<file path="src/rtl/xf_pkg.sv">
package xf_pkg;
    typedef enum logic [1:0] {
        FM_OFF    = 2'd0,
        FM_SINGLE = 2'd1,
        FM_DOUBLE = 2'd2,
        FM_OFF3   = 2'd3
    } flow_mode_e;

    localparam int IX_XON1  = 0;
    localparam int IX_XON2  = 1;
    localparam int IX_XOFF1 = 2;
    localparam int IX_XOFF2 = 3;
    localparam int NCODES   = 4;

    typedef struct packed {
        logic       pause_req;
        logic       flag;
        logic       hold_v;
        logic       hold_on;
        logic       hold_off;
        logic [7:0] hold_data;
        logic       pend;
        logic [7:0] pend_data;
        logic       we;
        logic [7:0] wdata;
    } det_state_t;
endpackage

</file>
<file path="src/rtl/xf_match.sv">
module xf_match #(
    parameter int DW  = 8,
    parameter int WLW = 2
) (
    input  logic [DW-1:0]  a,
    input  logic [DW-1:0]  b,
    input  logic [WLW-1:0] wlen,
    output logic           hit
);
    localparam int MINW = DW - (1 << WLW) + 1;

    logic [DW-1:0] mask;

    always_comb begin
        for (int i = 0; i < DW; i++) begin
            mask[i] = (i < (MINW + int'(wlen)));
        end
        hit = (((a ^ b) & mask) == '0);
    end
endmodule

</file>
<file path="src/rtl/xf_pause.sv">
module xf_pause (
    input  logic clk,
    input  logic rst_n,
    input  logic pause_req,
    input  logic tx_busy,
    output logic tx_pause
);
    logic pause_d, pause_q;

    always_comb begin
        pause_d = pause_req & (pause_q | ~tx_busy);
    end

    always_ff @(posedge clk) begin
        if (!rst_n) pause_q <= 1'b0;
        else        pause_q <= pause_d;
    end

    assign tx_pause = pause_q;

    // the pause never starts in the middle of a transmitted character
    a_r4_wait_busy: assert property (@(posedge clk) disable iff (!rst_n)
        (!pause_q && tx_busy) |=> !pause_q);

    // a rising pause always follows a pause request
    a_r3_rise_needs_req: assert property (@(posedge clk) disable iff (!rst_n)
        $rose(pause_q) |-> $past(pause_req));
endmodule

</file>
<file path="src/rtl/rx_flowctl_detect.sv">
module rx_flowctl_detect
    import xf_pkg::*;
#(
    parameter int DW  = 8,
    parameter int WLW = 2
) (
    input  logic           clk,
    input  logic           rst_n,
    input  logic           rx_valid,
    input  logic [DW-1:0]  rx_data,
    input  logic [WLW-1:0] wlen,
    input  logic [1:0]     flow_mode,
    input  logic           xon_any,
    input  logic           spec_mode,
    input  logic           int_en,
    input  logic [DW-1:0]  xon1,
    input  logic [DW-1:0]  xon2,
    input  logic [DW-1:0]  xoff1,
    input  logic [DW-1:0]  xoff2,
    input  logic           tx_busy,
    input  logic           stat_rd,
    output logic           fifo_we,
    output logic [DW-1:0]  fifo_data,
    output logic           tx_pause,
    output logic           stat_flag,
    output logic           irq
);
    det_state_t       st_d, st_q;
    logic [NCODES-1:0] hit;
    logic [DW-1:0]     codes [NCODES];
    flow_mode_e        mode;
    logic              flow_on;
    logic              set_flag, clr_flag;

    assign codes[IX_XON1]  = xon1;
    assign codes[IX_XON2]  = xon2;
    assign codes[IX_XOFF1] = xoff1;
    assign codes[IX_XOFF2] = xoff2;

    for (genvar g = 0; g < NCODES; g++) begin : g_cmp
        xf_match #(.DW(DW), .WLW(WLW)) u_m (
            .a   (rx_data),
            .b   (codes[g]),
            .wlen(wlen),
            .hit (hit[g])
        );
    end

    assign mode    = flow_mode_e'(flow_mode);
    assign flow_on = (mode == FM_SINGLE) || (mode == FM_DOUBLE);

    always_comb begin
        st_d     = st_q;
        st_d.we  = 1'b0;
        set_flag = 1'b0;
        clr_flag = 1'b0;

        if (st_q.pend) begin
            st_d.we    = 1'b1;
            st_d.wdata = st_q.pend_data;
            st_d.pend  = 1'b0;
        end
        if (mode != FM_DOUBLE) st_d.hold_v = 1'b0;

        if (!flow_on) begin
            st_d.pause_req = 1'b0;
            if (rx_valid) begin
                st_d.we    = 1'b1;
                st_d.wdata = rx_data;
                if (spec_mode && hit[IX_XOFF2]) set_flag = 1'b1;
            end
        end else if (rx_valid) begin
            if (xon_any && st_q.pause_req) begin
                st_d.pause_req = 1'b0;
                clr_flag       = 1'b1;
                st_d.we        = 1'b1;
                st_d.hold_v    = 1'b0;
                if (st_q.hold_v && mode == FM_DOUBLE) begin
                    st_d.wdata     = st_q.hold_data;
                    st_d.pend      = 1'b1;
                    st_d.pend_data = rx_data;
                end else begin
                    st_d.wdata = rx_data;
                end
            end else if (mode == FM_SINGLE) begin
                if (hit[IX_XOFF1]) begin
                    st_d.pause_req = 1'b1;
                    set_flag       = 1'b1;
                end else if (hit[IX_XON1]) begin
                    st_d.pause_req = 1'b0;
                    clr_flag       = 1'b1;
                end else begin
                    st_d.we    = 1'b1;
                    st_d.wdata = rx_data;
                end
            end else begin
                if (st_q.hold_v && st_q.hold_off && hit[IX_XOFF2]) begin
                    st_d.pause_req = 1'b1;
                    set_flag       = 1'b1;
                    st_d.hold_v    = 1'b0;
                end else if (st_q.hold_v && st_q.hold_on && hit[IX_XON2]) begin
                    st_d.pause_req = 1'b0;
                    clr_flag       = 1'b1;
                    st_d.hold_v    = 1'b0;
                end else begin
                    if (st_q.hold_v) begin
                        st_d.we    = 1'b1;
                        st_d.wdata = st_q.hold_data;
                    end
                    if (hit[IX_XOFF1] || hit[IX_XON1]) begin
                        st_d.hold_v    = 1'b1;
                        st_d.hold_data = rx_data;
                        st_d.hold_on   = hit[IX_XON1];
                        st_d.hold_off  = hit[IX_XOFF1];
                    end else begin
                        st_d.hold_v = 1'b0;
                        if (st_q.hold_v) begin
                            st_d.pend      = 1'b1;
                            st_d.pend_data = rx_data;
                        end else begin
                            st_d.we    = 1'b1;
                            st_d.wdata = rx_data;
                        end
                    end
                end
            end
        end

        if (set_flag)                 st_d.flag = 1'b1;
        else if (clr_flag || stat_rd) st_d.flag = 1'b0;
    end

    always_ff @(posedge clk) begin
        if (!rst_n) st_q <= '0;
        else        st_q <= st_d;
    end

    xf_pause u_pause (
        .clk      (clk),
        .rst_n    (rst_n),
        .pause_req(st_q.pause_req),
        .tx_busy  (tx_busy),
        .tx_pause (tx_pause)
    );

    assign fifo_we   = st_q.we;
    assign fifo_data = st_q.wdata;
    assign stat_flag = st_q.flag;
    assign irq       = st_q.flag & int_en;

    // every FIFO write comes from a fresh strobe or a pending character
    a_r1_write_source: assert property (@(posedge clk) disable iff (!rst_n)
        st_q.we |-> ($past(rx_valid) || $past(st_q.pend)));

    // a status read with no incoming character clears the flag
    a_r6_read_clears: assert property (@(posedge clk) disable iff (!rst_n)
        (stat_rd && !rx_valid) |=> !st_q.flag);

    // flow control off leaves no pause request behind
    a_r12_off_releases: assert property (@(posedge clk) disable iff (!rst_n)
        !flow_on |=> !st_q.pause_req);

    // a pending character is always written in the next cycle
    a_r8_pend_drains: assert property (@(posedge clk) disable iff (!rst_n)
        st_q.pend |=> (st_q.we && !st_q.pend));
endmodule

</file>
<file path="config.mk">
export PLATFORM = sky130hd
export DESIGN_NAME = rx_flowctl_detect
export DESIGN_NICKNAME = d
export VERILOG_FILES = /design/src/rtl/xf_pkg.sv /design/src/rtl/xf_match.sv /design/src/rtl/xf_pause.sv /design/src/rtl/rx_flowctl_detect.sv
export SDC_FILE = /design/constraint.sdc
export NUM_CORES = 1
export LEC_CHECK = 0
export BUFFER_PORTS_ARGS = -buffer_cell sky130_fd_sc_hd__buf_2
export CORE_UTILIZATION = 30
export CTS_BUF_LIST = sky130_fd_sc_hd__clkbuf_4 sky130_fd_sc_hd__clkbuf_8
export DETAILED_ROUTE_END_ITERATION = 16
export GPL_TIMING_DRIVEN = 0
export PLACE_DENSITY_LB_ADDON = 0.25
export SLEW_MARGIN = 20
export SYNTH_ARGS = -nofsm -noshare
export SYNTH_HDL_FRONTEND = slang
export SYNTH_SLANG_ARGS = --single-unit
</file>
<file path="constraint.sdc">
create_clock -name clk -period 4.44 [get_ports clk]
set_input_delay 0.222 -clock clk [delete_from_list [all_inputs] [get_ports clk]]
set_output_delay 0.222 -clock clk [all_outputs]
set_load 0.01 [all_outputs]
</file>
==> metrics, run 1 <==
status=completed; initial antenna violation count=0; Detail Route Antenna Nets=0; dpl ws=2.02 ns; die height=98.6 um; Initial Utilization=0.315; r2r endpoint=fifo_data[5]; row cnt=34; Post-CTS Setup Bufs=0; fin crit share=0.525; Main synth FF type=dfxtp_1; setup_tns=0 ns; CP Max Fanout=10; R2R cell count=5; CTS resizes=0; RSZ-0062 raised after global routing=false; CP Depth=5; crit path max-delay cell type=buf_1; CTS sink cnt=32; count leader, synth=nand2_1; core box area=0.00889 mm^2; synthesis warning total=0; mapped cell area=0.00280 mm^2; leak pwr=1.43 nW; total grt overflow=0; WHS Endpoint=u_pause.tx_pause; startpoint types=flop; min cycle time layout=2.33 ns; endpoint class of the critical path=flop; Worst-Margin Slew=0.665 ns; Required @ worst endpoint=4.61 ns; Total Wirelength=7.28 mm; first-pass GRT wire length=12.4 mm; Arrival @ worst endpoint=2.50 ns; die area=0.00972 mm^2; Final Util=0.374; root buf cell=clkbuf_8; Worst slew margin=0.556; DIE WIDTH=98.6 um; drt initial violations=122; CTS buffer count=5; Remaining DRCs=0; Clock transition at path regs=0.07 ns; vias in the first global route=2531; Post-DP HPWL=5.71 mm; Yosys top cell by area=dfxtp_1; sequential share of power=0.399; R2R Setup Slk=2.11 ns; drt wl/cell=14.9 um; EDFF count, synth=0; mean post-synth cell area=8.91 um^2; Via Count=2436; largest net degree at the start of global routing=11; All-Layer GR Usage=0.160; worst vdd ir=108 uV; DRT Pass-1 Iters=4; Hold Path Class=input pin to flop; # diodes=0; Cell Chain, Critical Path=buf_1 > mux2_2 > mux2_1 > a2111oi_2 > o32ai_1; area delta synth->final=18.8%; Longest Clk Path Bufs=2; slowest stage delay, CP=0.54 ns; final net count=434; synthesis-stage register bit count=32; register area share after synthesis=0.229; Setup Crit Path Kind=flop to flop; FF-to-FF Start=st_q[17]; sw frac=0.297; CTS H-tree lvls=2; Netlist cell types=48; hold_buf cts=0; insertion delay to the later sink of the worst-skew pair=0.29 ns; cell area power density=224 mW/mm^2; GPL Wtd Cong=0.815; Syn Inst Count=314; I/O Pins=64; Hold Crit Depth=2; Hold Crit Start=tx_busy; Cells after DPL=481; post-route worst setup slack=2.11 ns; final std cells w/o fill=488; Max Clock Freq=429 MHz; Vias/cell=4.99; port bufs=59; Fillers=947; largest cells by area after synthesis=dfxtp_1 23%, mux2i_1 14%, xor2_1 10%; Buf/Inv on CP=1; Crit path max-delay family=multiplexers; clock share of power=0.335; max_cap viols=0; final setup fails=0; logic gate share of total power=0.266; top cells by count, synth=39 x nand2_1, 38 x mux2i_1, 32 x dfxtp_1, 32 x xor2_1, 18 x mux2_2; Fin. Hold Viols=0; Post-synth ARST share=0; Sw Pwr=0.222 mW; internal power=0.525 mW; Slew Limit Fails=0; syn_nets=368; Worst Clk Skew=0.00657 ns; share of layout cells above drive strength 1=0.324; top-area cell type share of the netlist area=0.229; CTS tree=done
==> worst max path at each step <==
stage | start | to | slack (ns)
4_1_cts | st_q[17] | fifo_data[5] | 2.10
3_3_place_gp | rx_data[1] | fifo_data[5] | 2.04
5_1_grt | st_q[17] | fifo_data[5] | 1.95
2_1_floorplan | rx_data[0] | fifo_data[0] | 2.41
3_5_place_dp | rx_data[1] | fifo_data[5] | 2.02
6_report | st_q[17] | fifo_data[5] | 2.11
==> cell type report <==
type | instances | area, um^2 | area share
multi-input combinational | 240 | 1910 | 0.573
sequential | 32 | 641 | 0.193
timing repair buffer | 59 | 295 | 0.0888
buffer | 34 | 223 | 0.0670
tap | 108 | 135 | 0.0406
clock buffer | 7 | 96.3 | 0.0290
inverter | 8 | 30.0 | 0.00903
==> sequential cells by signal, summed over array words and instances (netlist names) <==
register	flops
u_pause.tx_pause	1
stat_flag	1
fifo_we	1
fifo_data	8
st_q	21
==> cells by family after synthesis <==
| logic type | after synthesis | synth area share |
|---|---|---|
| AO/OA/AOI/OAI | 45 | 0.139 |
| XOR/XNOR | 32 | 0.100 |
| adder cells (fa/ha/maj) | 2 | 0.00894 |
| buffers and inverters | 42 | 0.0903 |
| flip-flops | 32 | 0.229 |
| multiplexers | 60 | 0.224 |
| AND/OR/NAND/NOR | 101 | 0.208 |
==> layer usage <==
layer	track usage	up-vias	share of wire
li1	-	1233	-
met1	0.211	1155	0.46
met2	0.272	42	0.49
met3	0.0262	6	0.039
met4	0.0413	0	0.0073
met5	0	-	0
==> layout by cell type (no fill, tap or decap), types with 6 or more instances in the layout <==
cell	synthesis	final
nand2_1	39	39
xor2_1	32	32
and2_1	8	8
dfxtp_1	32	32
buf_4	13	13
mux2_2	18	18
clkbuf_1	12	12
inv_1	8	8
buf_6	6	6
nor2b_1	14	14
a21oi_1	6	6
nand3_1	9	9
mux2i_1	38	38
nor2_1	7	7
clkbuf_8	0	7
nand3b_1	6	6
buf_2	1	60
==> power by group through the flow <==
stage | clock, mW | sequential, mW | combinational [mW]
2_1_floorplan | 0 | 0.304 | 0.138
3_3_place_gp | 0 | 0.305 | 0.196
3_5_place_dp | 0 | 0.305 | 0.198
4_1_cts | 0.255 | 0.298 | 0.199
5_1_grt | 0.267 | 0.299 | 0.219
6_report | 0.250 | 0.298 | 0.198
==> metrics by stage <==
step	cell area, um^2	power [mW]	hold WS, ns
2_1_floorplan	2800	0.441	0.309
3_3_place_gp	3230	0.501	0.398
3_5_place_dp	3230	0.503	0.400
4_1_cts	3330	0.752	0.101
5_1_grt	3330	0.785	0.0987
6_report	3330	0.747	0.103
No activity file was read; power rests on OpenSTA's default activity.
==> run 2, diff against run 1 <==
==> constraint.sdc (replaced) <==
create_clock -name clk -period 2.2 [get_ports clk]
set_input_delay 0.11 -clock clk [delete_from_list [all_inputs] [get_ports clk]]
set_output_delay 0.11 -clock clk [all_outputs]
set_load 0.01 [all_outputs]
==> run 2 against run 1 <==
Net effect: cell count up 0.20%; via count is 0.37% higher; critical path depth rose by 5; highest routed layer unchanged.
==> metrics, run 2 (synthesis gave the netlist of run 1 again) <==
Clock transition at path regs=0.07 ns (about the same); Via Count=2445 (+0.37%); met2 Resource Use GR=0.272 (unchanged); GPL Wtd Cong=0.815 (unchanged); root buf cell=clkbuf_8; CTS tree=done; All-Layer GR Usage=0.160 (unchanged); Area after DPL=0.00323 mm^2 (unchanged); # diodes=0 (unchanged); Slew Limit Fails=0 (unchanged); RSZ-0062 raised after global routing=false; setup_tns=0 ns (unchanged); DRT Pass-1 Iters=4 (unchanged); Remaining DRCs=0 (unchanged); max_cap viols=0 (unchanged); gr busiest metal=met2; vias in the first global route=2531 (unchanged); initial antenna violation count=0 (unchanged); CTS sink cnt=32 (unchanged); Hold Path Class=input pin to flop; leak pwr=1.44 nW (+0.96%); GRT met1 Usage=0.211 (unchanged); CTS H-tree lvls=2 (unchanged); min cycle time layout=2.03 ns; CTS buffer count=5 (unchanged); drt wl/cell=15.0 um (+0.50%); DIE WIDTH=98.6 um (unchanged); insertion delay to the later sink of the worst-skew pair=0.29 ns (about the same); Total Wirelength=7.33 mm (+0.70%); Arrival @ worst endpoint=2.19 ns (-0.31 ns); I/O Pins=64 (unchanged); most frequent cells in the layout=60 x buf_2, 39 x nand2_1, 38 x mux2i_1, 32 x xor2_1, 32 x dfxtp_1; final net count=435 (+0.23%); worst vdd ir=218 uV (+100%); M3 GR Usage=0.0262 (unchanged); Post-CTS Setup Bufs=0 (unchanged); final instance area=0.00335 mm^2 (+0.75%); Initial Utilization=0.315 (unchanged); largest net degree at the start of global routing=11 (unchanged); final setup fails=0 (unchanged); Worst slew margin=0.534 (-0.0220); Fin. Hold Viols=0 (unchanged); port bufs=59 (unchanged); most flop-heavy register=st_q; Setup Crit Path Kind=input pin to flop; status=completed; fin crit share=0.921; Worst-Margin Slew=0.698 ns (+0.0330 ns); R2R Setup Slk=0.18 ns (-1.93 ns); total grt overflow=0 (unchanged); cell area power density=451 mW/mm^2 (+100%); die height=98.6 um (unchanged); row cnt=34 (unchanged); Max Clock Freq=494 MHz; share of layout cells above drive strength 1=0.333 (+0.00965); core box area=0.00889 mm^2 (unchanged); Pwr Total=1.51 mW (+100%); Required @ worst endpoint=2.36 ns (-2.25 ns); die area=0.00972 mm^2 (unchanged); first-pass GRT wire length=12.4 mm (unchanged); Post-DP HPWL=5.71 mm (unchanged); Detail Route Antenna Nets=0 (unchanged); max FFs per register=21 (unchanged); area delta synth->final=19.7%; Longest Clk Path Bufs=2 (unchanged); Worst Clk Skew=0.00698 ns (+0.000413 ns); startpoint types=input pin; CP Max Fanout=10 (unchanged); Final Util=0.377 (+0.00282); commonest non-fill, non-tap cell in the layout=buf_2; Vias/cell=5.00 (+0.16%); endpoint class of the critical path=flop; drt initial violations=89 (-27%)
## run 2: area by class of cell
| cell class | instances | area [um^2] |
|---|---|---|
| plain buffers | 34 | 228 |
| clock buffers | 7 | 96.3 |
| fillers | 944 | 5540 |
| inverters | 8 | 30.0 |
| multi-input cells | 240 | 1920 |
| flip-flops and latches | 32 | 641 |
| well taps | 108 | 135 |
| repair buffers | 60 | 305 |
## run 2: final timing paths
path	start	end	cells past startpoint
min reg2reg	u_pause.tx_pause	u_pause.tx_pause	2
max	rx_data[1]	fifo_data[0]	10
max reg2reg	st_q[17]	fifo_data[5]	5
min	stat_rd	stat_flag	3
## run 2: metal layers
layer  share of wire  wire length [um]
met4          0.0055                40
met2            0.49              3570
met3           0.034               248
met1            0.47              3470
met5               0                 0
## run 2: report_power, final
part	switching, mW	internal [mW]	total [mW]
sequential	0.00828	0.593	0.602
combinational	0.216	0.189	0.405
clock	0.224	0.279	0.503
total	0.448	1.06	1.51
## run 2: metrics by stage
stage	cells	setup slack (ns)	hold slack [ns]
after floorplan	314	0.176	0.197
after global placement	481	-0.133	0.286
after detailed placement	481	-0.137	0.288
after CTS	489	0.0672	0.0853
after global routing	489	0.00998	0.0945
final	489	0.174	0.0859
## run 2: timing repair
action | CTS | global route
hold buffers | 1 | 0
endpoints found under the setup margin | 1 | 3
resized for setup | 1 | 5
gates cloned | 0 | 0
hold endpoints to repair | 1 | 0
## run 2: worst max-delay path, cell delays in order
cell and delay [ns]:
buf_2 0.11, buf_4 0.17, xor2_1 0.17, nor3_2 0.27
nand3_2 0.16, nand2_2 0.14, buf_6 0.17, mux2_1 0.34
a2111oi_2 0.41, o32ai_2 0.14
